--- src/rtl/rbu_pkg.sv ---
package rbu_pkg;
   localparam int OP_W = 4;

   typedef enum logic [OP_W-1:0] {
      OP_RSET     = 4'd0,
      OP_RCLR     = 4'd1,
      OP_CSET     = 4'd2,
      OP_CCLR     = 4'd3,
      OP_LATCH    = 4'd4,
      OP_UNLATCH  = 4'd5,
      OP_CPYINV   = 4'd6,
      OP_UNCPYINV = 4'd7,
      OP_AND      = 4'd8,
      OP_UNAND    = 4'd9
   } rbu_op_e;

   localparam logic [OP_W-1:0] OP_LAST_DEFINED = 4'd9;
endpackage

--- src/rtl/rbu_op_eval.sv ---
// Pure evaluation of one micro-operation from the pre-command node values.
module rbu_op_eval
   import rbu_pkg::*;
(
   input  logic [OP_W-1:0] op,
   input  logic            vx,
   input  logic            vy,
   input  logic            vd,
   output logic            wr_en,
   output logic            wr_val,
   output logic            dissip
);
   always_comb begin
      wr_en  = 1'b1;
      wr_val = 1'b0;
      dissip = 1'b0;
      case (op)
         OP_RSET:     begin wr_val = 1'b1;       dissip = vd;               end
         OP_RCLR:     begin wr_val = 1'b0;       dissip = ~vd;              end
         OP_CSET:     begin wr_en  = vx; wr_val = 1'b1; dissip = vx & vd;  end
         OP_CCLR:     begin wr_en  = vx; wr_val = 1'b0; dissip = vx & ~vd; end
         OP_LATCH:    begin wr_val = vx;         dissip = vd;               end
         OP_UNLATCH:  begin wr_val = 1'b0;       dissip = vd ^ vx;          end
         OP_CPYINV:   begin wr_val = ~vx;        dissip = vd;               end
         OP_UNCPYINV: begin wr_val = 1'b0;       dissip = vd ^ ~vx;         end
         OP_AND:      begin wr_val = vx & vy;    dissip = vd;               end
         OP_UNAND:    begin wr_val = 1'b0;       dissip = vd ^ (vx & vy);   end
         default:     begin wr_en  = 1'b0;       dissip = 1'b0;             end
      endcase
   end

   // an undefined code neither writes nor flags
   always_comb begin
      if (op > OP_LAST_DEFINED)
         p_reserved_inert_r12: assert (!wr_en && !dissip);
   end
endmodule

--- src/rtl/rbu_node_file.sv ---
// Array of single-bit nodes: three read ports, one bit-write port.
module rbu_node_file #(
   parameter  int NODES = 16,
   localparam int IDX_W = $clog2(NODES)
) (
   input  logic             clk,
   input  logic             rst,
   input  logic [IDX_W-1:0] rx,
   input  logic [IDX_W-1:0] ry,
   input  logic [IDX_W-1:0] rd,
   output logic             vx,
   output logic             vy,
   output logic             vd,
   input  logic             we,
   input  logic             wval,
   output logic [NODES-1:0] q
);
   assign vx = q[rx];
   assign vy = q[ry];
   assign vd = q[rd];

   for (genvar n = 0; n < NODES; n++) begin : g_node
      always_ff @(posedge clk) begin
         if (rst)
            q[n] <= 1'b0;
         else if (we && (rd == IDX_W'(n)))
            q[n] <= wval;
      end
   end

   // at most one node changes per clock
   p_single_node_r14: assert property (@(posedge clk) disable iff (rst)
      $countones(q ^ $past(q)) <= 1);
endmodule

--- src/rtl/rbu_sat_counter.sv ---
// Event counter; SATURATE picks holding at all-ones or wrapping.
module rbu_sat_counter #(
   parameter int W        = 16,
   parameter bit SATURATE = 1'b1
) (
   input  logic         clk,
   input  logic         rst,
   input  logic         inc,
   output logic [W-1:0] count
);
   localparam logic [W-1:0] TOP = '1;

   if (W < 1) begin : g_bad_width
      $error("rbu_sat_counter: W must be at least 1");
   end

   if (SATURATE) begin : g_sat
      always_ff @(posedge clk) begin
         if (rst)
            count <= '0;
         else if (inc && (count != TOP))
            count <= count + 1'b1;
      end

      // once full the count stays full
      p_sat_hold_r10: assert property (@(posedge clk) disable iff (rst)
         (count == TOP) |=> (count == TOP));
   end else begin : g_wrap
      always_ff @(posedge clk) begin
         if (rst)
            count <= '0;
         else if (inc)
            count <= count + 1'b1;
      end
   end

   // one step per event below the top
   p_step_r10: assert property (@(posedge clk) disable iff (rst)
      (inc && (count != TOP)) |=> (count == W'($past(count) + 1'b1)));
   p_quiet_r10: assert property (@(posedge clk) disable iff (rst)
      !inc |=> $stable(count));
endmodule

--- src/rtl/rbu_unit.sv ---
// Conditionally reversible bit-operation unit: top level.
module rbu_unit
   import rbu_pkg::*;
#(
   parameter  int NODES    = 16,
   parameter  int CNT_W    = 16,
   parameter  bit SATURATE = 1'b1,
   localparam int IDX_W    = $clog2(NODES)
) (
   input  logic             clk,
   input  logic             rst,
   input  logic             cmd_valid,
   output logic             cmd_ready,
   input  logic [OP_W-1:0]  cmd_op,
   input  logic [IDX_W-1:0] cmd_x,
   input  logic [IDX_W-1:0] cmd_y,
   input  logic [IDX_W-1:0] cmd_d,
   output logic [NODES-1:0] node_q,
   output logic             diss_flag,
   output logic [CNT_W-1:0] diss_count
);
   if ((NODES < 2) || ((1 << IDX_W) != NODES)) begin : g_bad_nodes
      $error("rbu_unit: NODES must be a power of two of at least 2");
   end

   logic accept;
   logic vx, vy, vd;
   logic wr_en, wr_val, dissip;

   assign accept = cmd_valid && cmd_ready;

   rbu_node_file #(.NODES(NODES)) u_nodes (
      .clk  (clk),
      .rst  (rst),
      .rx   (cmd_x),
      .ry   (cmd_y),
      .rd   (cmd_d),
      .vx   (vx),
      .vy   (vy),
      .vd   (vd),
      .we   (accept && wr_en),
      .wval (wr_val),
      .q    (node_q)
   );

   rbu_op_eval u_eval (
      .op     (cmd_op),
      .vx     (vx),
      .vy     (vy),
      .vd     (vd),
      .wr_en  (wr_en),
      .wr_val (wr_val),
      .dissip (dissip)
   );

   rbu_sat_counter #(.W(CNT_W), .SATURATE(SATURATE)) u_count (
      .clk   (clk),
      .rst   (rst),
      .inc   (accept && dissip),
      .count (diss_count)
   );

   always_ff @(posedge clk) begin
      if (rst) begin
         cmd_ready <= 1'b1;
         diss_flag <= 1'b0;
      end else begin
         cmd_ready <= !accept;
         if (accept)
            diss_flag <= dissip;
      end
   end

   // ready drops for exactly one cycle after each command
   p_ready_drop_r2: assert property (@(posedge clk) disable iff (rst)
      accept |=> !cmd_ready);
   p_ready_back_r2: assert property (@(posedge clk) disable iff (rst)
      !cmd_ready |=> cmd_ready);
   p_idle_nodes_r2: assert property (@(posedge clk) disable iff (rst)
      !accept |=> $stable(node_q));
   // flag only moves on an accepted command
   p_flag_hold_r11: assert property (@(posedge clk) disable iff (rst)
      !accept |=> $stable(diss_flag));
   // unconditional set always ends at 1
   p_set_lands_r3: assert property (@(posedge clk) disable iff (rst)
      (accept && (cmd_op == OP_RSET)) |=> node_q[$past(cmd_d)]);
   // unconditional clear always ends at 0
   p_clr_lands_r4: assert property (@(posedge clk) disable iff (rst)
      (accept && (cmd_op == OP_RCLR)) |=> !node_q[$past(cmd_d)]);
   // undefined codes leave the array alone and clear the flag
   p_reserved_r12: assert property (@(posedge clk) disable iff (rst)
      (accept && (cmd_op > OP_LAST_DEFINED)) |=> ($stable(node_q) && !diss_flag));
endmodule

--- config.mk ---
export PLATFORM = sky130hd
export DESIGN_NAME = rbu_unit
export DESIGN_NICKNAME = d
export VERILOG_FILES = /design/src/rtl/rbu_pkg.sv /design/src/rtl/rbu_op_eval.sv /design/src/rtl/rbu_node_file.sv /design/src/rtl/rbu_sat_counter.sv /design/src/rtl/rbu_unit.sv
export SDC_FILE = /design/constraint.sdc
export NUM_CORES = 1
export LEC_CHECK = 0
export ABC_AREA = 1
export BUFFER_PORTS_ARGS = -buffer_cell sky130_fd_sc_hd__buf_4
export CAP_MARGIN = 0
export CELL_PAD_IN_SITES_DETAIL_PLACEMENT = 1
export CELL_PAD_IN_SITES_GLOBAL_PLACEMENT = 1
export CORE_UTILIZATION = 33
export CTS_CLUSTER_SIZE = 30
export DETAILED_ROUTE_END_ITERATION = 12
export GPL_TIMING_DRIVEN = 0
export PLACE_DENSITY = 0.79
export SETUP_SLACK_MARGIN = 0.4
export SLEW_MARGIN = 30
export SYNTH_ARGS = -nofsm -noshare
export SYNTH_HDL_FRONTEND = slang
export SYNTH_HIERARCHICAL = 1
export SYNTH_SLANG_ARGS = --single-unit
--- constraint.sdc ---
create_clock -name clk -period 2.1 [get_ports clk]
set_input_delay 0.105 -clock clk [delete_from_list [all_inputs] [get_ports clk]]
set_output_delay 0.105 -clock clk [all_outputs]
set_load 0.01 [all_outputs]
==> impl_metrics.json, run 1 <==
{
  "drive_above_1_share_pct": 53.0,
  "drt_iter0_markers": 89,
  "ioPinCount": 53,
  "share_comb_of_total_power_pct": 21.1,
  "grt_remaining_overflow": 0,
  "synth_cells": 411,
  "final_net_count": 523,
  "synth_warnings": 6,
  "synthFlopType": "sky130_fd_sc_hd__dfxtp_1",
  "postRouteAntennaNets": 0,
  "instances_no_fill": 600,
  "worst-r2r-setup-slack_ps": -370,
  "first_global_vias": 3077,
  "postSynthNetCount": 431,
  "setup.worst_path.start_class": "flop",
  "synth_edf_count": 0,
  "synth_area_per_cell_sq_um": 5.76,
  "replace_congestion": 0.799,
  "crit_chain": "buf_4, nand2_1, nand2_1, nand2_1, nand2_1, nand2_1, nand2_1, inv_1, nand2_2, nand2_1, inv_1, nand2_1, nand2_1, nor2_1, nand3_1, inv_1, buf_6, nand3_4, nor2_2, nand2_1, nor2_2, nand3_1, nand2_2, nor2_2",
  "synth.ff_latch_count": 34,
  "outcome": "finished with violations",
  "drc_violations": 0,
  "critical_path_peak_fanout": 4,
  "power_frac_seq_pct": 41.1,
  "cellInternalPower_mw": 1.10,
  "post-route-min-period_ps": 2470,
  "worst_pin_slew_ps": 705,
  "timing.hold.worst.start": "cmd_d[2]",
  "switching_power_mw": 0.461,
  "layout_common_cells": "sky130_fd_sc_hd__nand2_1 (114), sky130_fd_sc_hd__buf_4 (73), sky130_fd_sc_hd__nor2_1 (36), sky130_fd_sc_hd__nand3_2 (36), sky130_fd_sc_hd__inv_2 (27)",
  "finClkSkew_ps": 8.11,
  "critical-path-top-delay-family": "simple AND/OR/NAND/NOR gates",
  "dpl-instance-area_sq_um": 2910,
  "worst_skew_pair.late_latency_ps": 290,
  "timing.critical_path.arrival_ps": 2660,
  "buffer_and_inverter_count_on_the_worst_path": 5,
  "floorplan.die.height_um": 86.7,
  "proportion_of_synthesized_chip_area_in_sequential_cells_pct": 28.8,
  "end_kind": "flop",
  "tritoncts_clock_tree": "built",
  "worst_path_max_delay_cell": "sky130_fd_sc_hd__dfxtp_2",
  "max-cap-violations": 0,
  "cts_root_buffer": "sky130_fd_sc_hd__clkbuf_8",
  "port_buffers": 50,
  "die_area_sq_um": 7520,
  "hpwl_mm": 6.10,
  "worst_reg2reg_path_depth": 24,
  "post_syn_area_sq_um": 2370,
  "whs_path_cells": 4,
  "slew_headroom_pct": 53.0,
  "worstHoldEndpoint": "u_nodes/q[1]",
  "fmaxAchievable_mhz": 405,
  "initial_core_utilization_pct": 34.5,
  "peakVddDrop_v": 0.000452,
  "clock_path_buffers": 2,
  "crit_required_ps": 2290,
  "antenna_cells": 0,
  "failed_checks": "negative setup slack",
  "period_share_pct": 118,
  "layout-area-overhead-vs-synth_pct": 62.9,
  "hold_path_class": "in2reg",
  "finalHoldViolCount": 0,
  "drt_pass1_iterations": 4,
  "timing.final.setup_violations": 17,
  "grt_use_total_pct": 25.5,
  "grt_antenna_before_repair": 0,
  "synth.lib_cells_used.distinct": 26,
  "global_route_wire_length_before_repair_mm": 14.9,
  "final_common_cell": "sky130_fd_sc_hd__nand2_1",
  "pwrdens_nw_per_um2": 404,
  "synth-async-reset-ratio_pct": 0,
  "worst_slack_ps": -370,
  "clkTransAtPathRegs_ps": 80,
  "drv_slew": 0,
  "category_of_the_critical_setup_timing_path": "reg2reg",
  "htree_levels": 2,
  "crit-reg2reg-launch": "u_nodes/q[2]",
  "core_area_sq_um": 6870,
  "p_leak_nw": 1.69,
  "clock_net_sink_count": 34,
  "crit_top_cell": "sky130_fd_sc_hd__nand2_1",
  "netSwitchingFraction_pct": 29.6,
  "core.rowCount": 30,
  "unrepaired_setup_endpoints_after_global_routing": "true",
  "power_frac_clock_pct": 37.8,
  "r2r_end": "u_count/count[15]",
  "dieWidth_um": 86.7,
  "final_cell_area_sq_um": 3860,
  "viasPerCell": 5.22,
  "grt_max_degree": 11,
  "wl_per_cell_um": 17.7,
  "inst_count_dp": 557,
  "cts_inserted_buffers": 5,
  "route.vias.total": 3132,
  "cp_slowest_stage_delay_ps": 340,
  "finalWirelength_mm": 10.6
}
[tightest hold or removal path, delay by kind of cell]
kind	cells	cell delay, ps
and+or+nand+nor	2	160
AOI/OAI and AO/OA	1	40
buffers and inverters	1	110
[stage by stage]
step / setup WS (ps) / power (mW) / hold slack (ps) / util [%] / TNS, ps
after floorplan: 94.3 / 0.795 / 174 / - / 0
after global placement: -185 / 0.868 / 296 / 42.3 / -657
after detailed placement: -257 / 0.875 / 299 / 42.3 / -1170
after CTS: -158 / 1.52 / 158 / 51.4 / -993
after global routing: -593 / 1.62 / 177 / 56.2 / -7960
final: -370 / 1.56 / 172 / 56.2 / -3780
[layer usage]
layer	GRT usage [%]	share of wire (%)	wire length, um
met1	30.8	41	4390
met2	47.1	51	5430
met3	3.24	4.0	420
met4	7.58	3.4	355
met5	0	0	0
[cells by family after synthesis]
group	synth area share (%)
compound gates	9.88
simple gates	50.1
buf+inv	10.8
flops	28.8
fa+ha+maj	0.528
[synthesized netlist by cell type (2+ instances only)]
cell type                  number  area share (%)
sky130_fd_sc_hd__clkbuf_1       2            0.32
sky130_fd_sc_hd__buf_2          5             1.1
sky130_fd_sc_hd__dfxtp_1       34              29
sky130_fd_sc_hd__nand2_1      136              22
sky130_fd_sc_hd__nor2_4         3             1.4
sky130_fd_sc_hd__nand3_1       59              12
sky130_fd_sc_hd__nand2_2        3            0.79
sky130_fd_sc_hd__nand4_1        3            0.79
sky130_fd_sc_hd__nand3_2        4             1.7
sky130_fd_sc_hd__nor2_2        11             2.9
sky130_fd_sc_hd__o21ai_1        9             1.9
sky130_fd_sc_hd__inv_2         11             1.7
sky130_fd_sc_hd__inv_1         42             6.7
sky130_fd_sc_hd__nor2_1        43             6.8
sky130_fd_sc_hd__o21ai_0        8             1.7
sky130_fd_sc_hd__a21oi_1       28             5.9
[flip-flops by register name, indices dropped and copies added, names as in the netlist]
register / cells
u_count/count: 16
u_nodes/q: 16
cmd_ready: 1
diss_flag: 1
[final cells by class]
class,instances,area [sq um]
Fill cell,899,3010
Multi-Input combinational cell,313,1920
Sequential cell,34,726
Timing Repair Buffer,85,689
Inverter,55,229
Tap cell,96,120
Clock buffer,8,110
Buffer,9,62.6
[worst max-delay path by stage]
stage                              from                end  slack [ps]  cells past startpoint
final                      u_nodes/q[2]  u_count/count[15]        -370                     24
after global routing       u_nodes/q[1]  u_count/count[14]        -590                     25
after CTS                  u_nodes/q[1]  u_count/count[13]        -160                     21
after detailed placement       cmd_y[0]  u_count/count[15]        -260                     23
after global placement         cmd_y[0]  u_count/count[15]        -180                     23
after floorplan           u_nodes/q[13]  u_count/count[13]          90                     21
[what timing repair did]
action	CTS	global route
hold endpoints to repair	1	0
setup buffers	27	6
hold buffers	1	0
pin swaps	39	42
endpoints found under the setup margin	32	33
cloned	1	0
resized for setup	86	78
[power by group through the flow]
stage	sequential, mW	combinational (mW)	clock (mW)
global route	0.640	0.353	0.629
CTS	0.643	0.281	0.594
finish	0.640	0.328	0.589
detailed placement	0.665	0.211	0
global placement	0.665	0.204	0
floorplan	0.666	0.130	0
Power figures use the tool's default switching activity.
==> inputs of run 2 (changes only) <==
- PLACE_DENSITY: 0.79 -> 0.8
==> impl_metrics.json, run 2 (same netlist as run 1, synthesis figures left out) <==
{
  "final_net_count": 511,
  "fillerInstances": 933,
  "worst_skew_pair.late_latency_ps": 290,
  "instances_no_fill": 588,
  "worst_slack_ps": -258,
  "grt-busiest-layer": "met2",
  "layout-area-overhead-vs-synth_pct": 48.3,
  "replace_congestion": 0.790,
  "unrepaired_setup_endpoints_after_global_routing": "true",
  "finalHoldViolCount": 0,
  "floorplan.die.height_um": 86.7,
  "setup.worst_path.start_class": "flop",
  "timing.critical_path.arrival_ps": 2550,
  "first_global_vias": 2996,
  "failed_checks": "negative setup slack",
  "slew_headroom_pct": 65.3,
  "drive_above_1_share_pct": 43.3,
  "htree_levels": 2,
  "p_leak_nw": 1.60,
  "drt_iter0_markers": 63,
  "core_area_sq_um": 6870,
  "setup_total_negative_slack_ps": -2540,
  "layout_common_cells": "sky130_fd_sc_hd__nand2_1 (120), sky130_fd_sc_hd__buf_4 (65), sky130_fd_sc_hd__nand3_1 (38)",
  "wl_per_cell_um": 15.1,
  "grt_max_degree": 11,
  "fmaxAchievable_mhz": 424,
  "tritoncts_clock_tree": "built",
  "dpl_worst_slack_ps": -233,
  "critical_path_peak_fanout": 4,
  "peakVddDrop_v": 0.000271,
  "cts_root_buffer": "sky130_fd_sc_hd__clkbuf_8",
  "post-route-min-period_ps": 2360,
  "outcome": "finished with violations",
  "worst_pin_slew_ps": 521,
  "globalRouteMet1Util_pct": 28.8,
  "top_regs": "u_count/count: 16 flops, u_nodes/q: 16 flops",
  "global_route_wire_length_before_repair_mm": 13.9,
  "final_cell_area_sq_um": 3510,
  "total_power_mw": 1.41,
  "antenna_cells": 0,
  "grt_remaining_overflow": 0,
  "port_buffers": 50,
  "max-cap-violations": 0,
  "clkTransAtPathRegs_ps": 70,
  "crit_required_ps": 2290,
  "grt.met3_usage_pct": 3.14,
  "category_of_the_critical_setup_timing_path": "reg2reg",
  "hpwl_mm": 6.21,
  "drv_slew": 0,
  "core.rowCount": 30,
  "grtUsageMet2_pct": 42.5,
  "finalWirelength_mm": 8.88,
  "grt_use_total_pct": 23.6,
  "grt_antenna_before_repair": 0,
  "end_kind": "flop",
  "holdBufCountCts": 0,
  "hold_path_class": "in2reg",
  "fin_worst_hold_slack_ps": 18.5,
  "timing.final.setup_violations": 16,
  "final_util_pct": 51.1,
  "viasPerCell": 5.05,
  "ioPinCount": 53,
  "drc_violations": 0,
  "postRouteAntennaNets": 0,
  "drt_pass1_iterations": 4,
  "inst_count_dp": 557,
  "cts_inserted_buffers": 5,
  "dieWidth_um": 86.7,
  "clock_path_buffers": 2,
  "final_common_cell": "sky130_fd_sc_hd__nand2_1",
  "die_area_sq_um": 7520,
  "period_share_pct": 112,
  "initial_core_utilization_pct": 34.5,
  "clock_net_sink_count": 34,
  "finClkSkew_ps": 9.74,
  "pwrdens_nw_per_um2": 401,
  "route.vias.total": 2968,
  "dpl-instance-area_sq_um": 2910
}
-- run 2: layout make-up --
type | instances | area [sq um] | share of cell area (%)
Buffer | 9 | 62.6 | 1.78
Clock buffer | 8 | 80.1 | 2.28
Inverter | 55 | 224 | 6.38
Multi-Input combinational cell | 313 | 1700 | 48.5
Sequential cell | 34 | 721 | 20.5
Tap cell | 96 | 120 | 3.42
Timing Repair Buffer | 73 | 599 | 17.1
-- run 2: path summary, 6_finish.rpt --
kind	from	to	slack [ps]	cells past startpoint
setup reg to reg	u_nodes/q[5]	u_count/count[13]	-260	21
hold reg to reg	diss_flag	diss_flag	500	2
setup / recovery	u_nodes/q[5]	u_count/count[13]	-260	21
hold / removal	rst	diss_flag	20	2
-- run 2: per-layer routing --
metal  wire, um  share of wire, %
met4        155               1.7
met5          0                 0
met1       3750                42
met3        376               4.2
met2       4600                52
-- run 2: power by group --
part           internal [mW]  total (mW)  switching (mW)
clock network          0.236       0.476           0.241
registers              0.638       0.643         0.00412
logic                  0.111       0.289           0.177
-- run 2: worst max-delay path: stages (launching register included) --
cell and delay (ps):
sky130_fd_sc_hd__dfxtp_2 350, sky130_fd_sc_hd__inv_2 40, sky130_fd_sc_hd__nand2_1 60, sky130_fd_sc_hd__nand3_1 120, sky130_fd_sc_hd__nand3_2 100, sky130_fd_sc_hd__nand3_2 90, sky130_fd_sc_hd__nand2_4 120, sky130_fd_sc_hd__nor2_4 50
sky130_fd_sc_hd__nor2_2 90, sky130_fd_sc_hd__nand2_1 60, sky130_fd_sc_hd__nand2_2 70, sky130_fd_sc_hd__nand2_2 60, sky130_fd_sc_hd__nor2_4 100, sky130_fd_sc_hd__nand3_2 90, sky130_fd_sc_hd__inv_2 60, sky130_fd_sc_hd__buf_6 110
sky130_fd_sc_hd__nand3_4 80, sky130_fd_sc_hd__or2_1 250, sky130_fd_sc_hd__nor2_2 110, sky130_fd_sc_hd__nand3_1 90, sky130_fd_sc_hd__nand2_1 90, sky130_fd_sc_hd__nor2_1 40
-- run 2: timing repair --
action,in CTS,in global routing
setup endpoints to repair,32,33
resized for setup,49,57
pin swaps,32,33
cloned,0,0
setup buffers,17,6
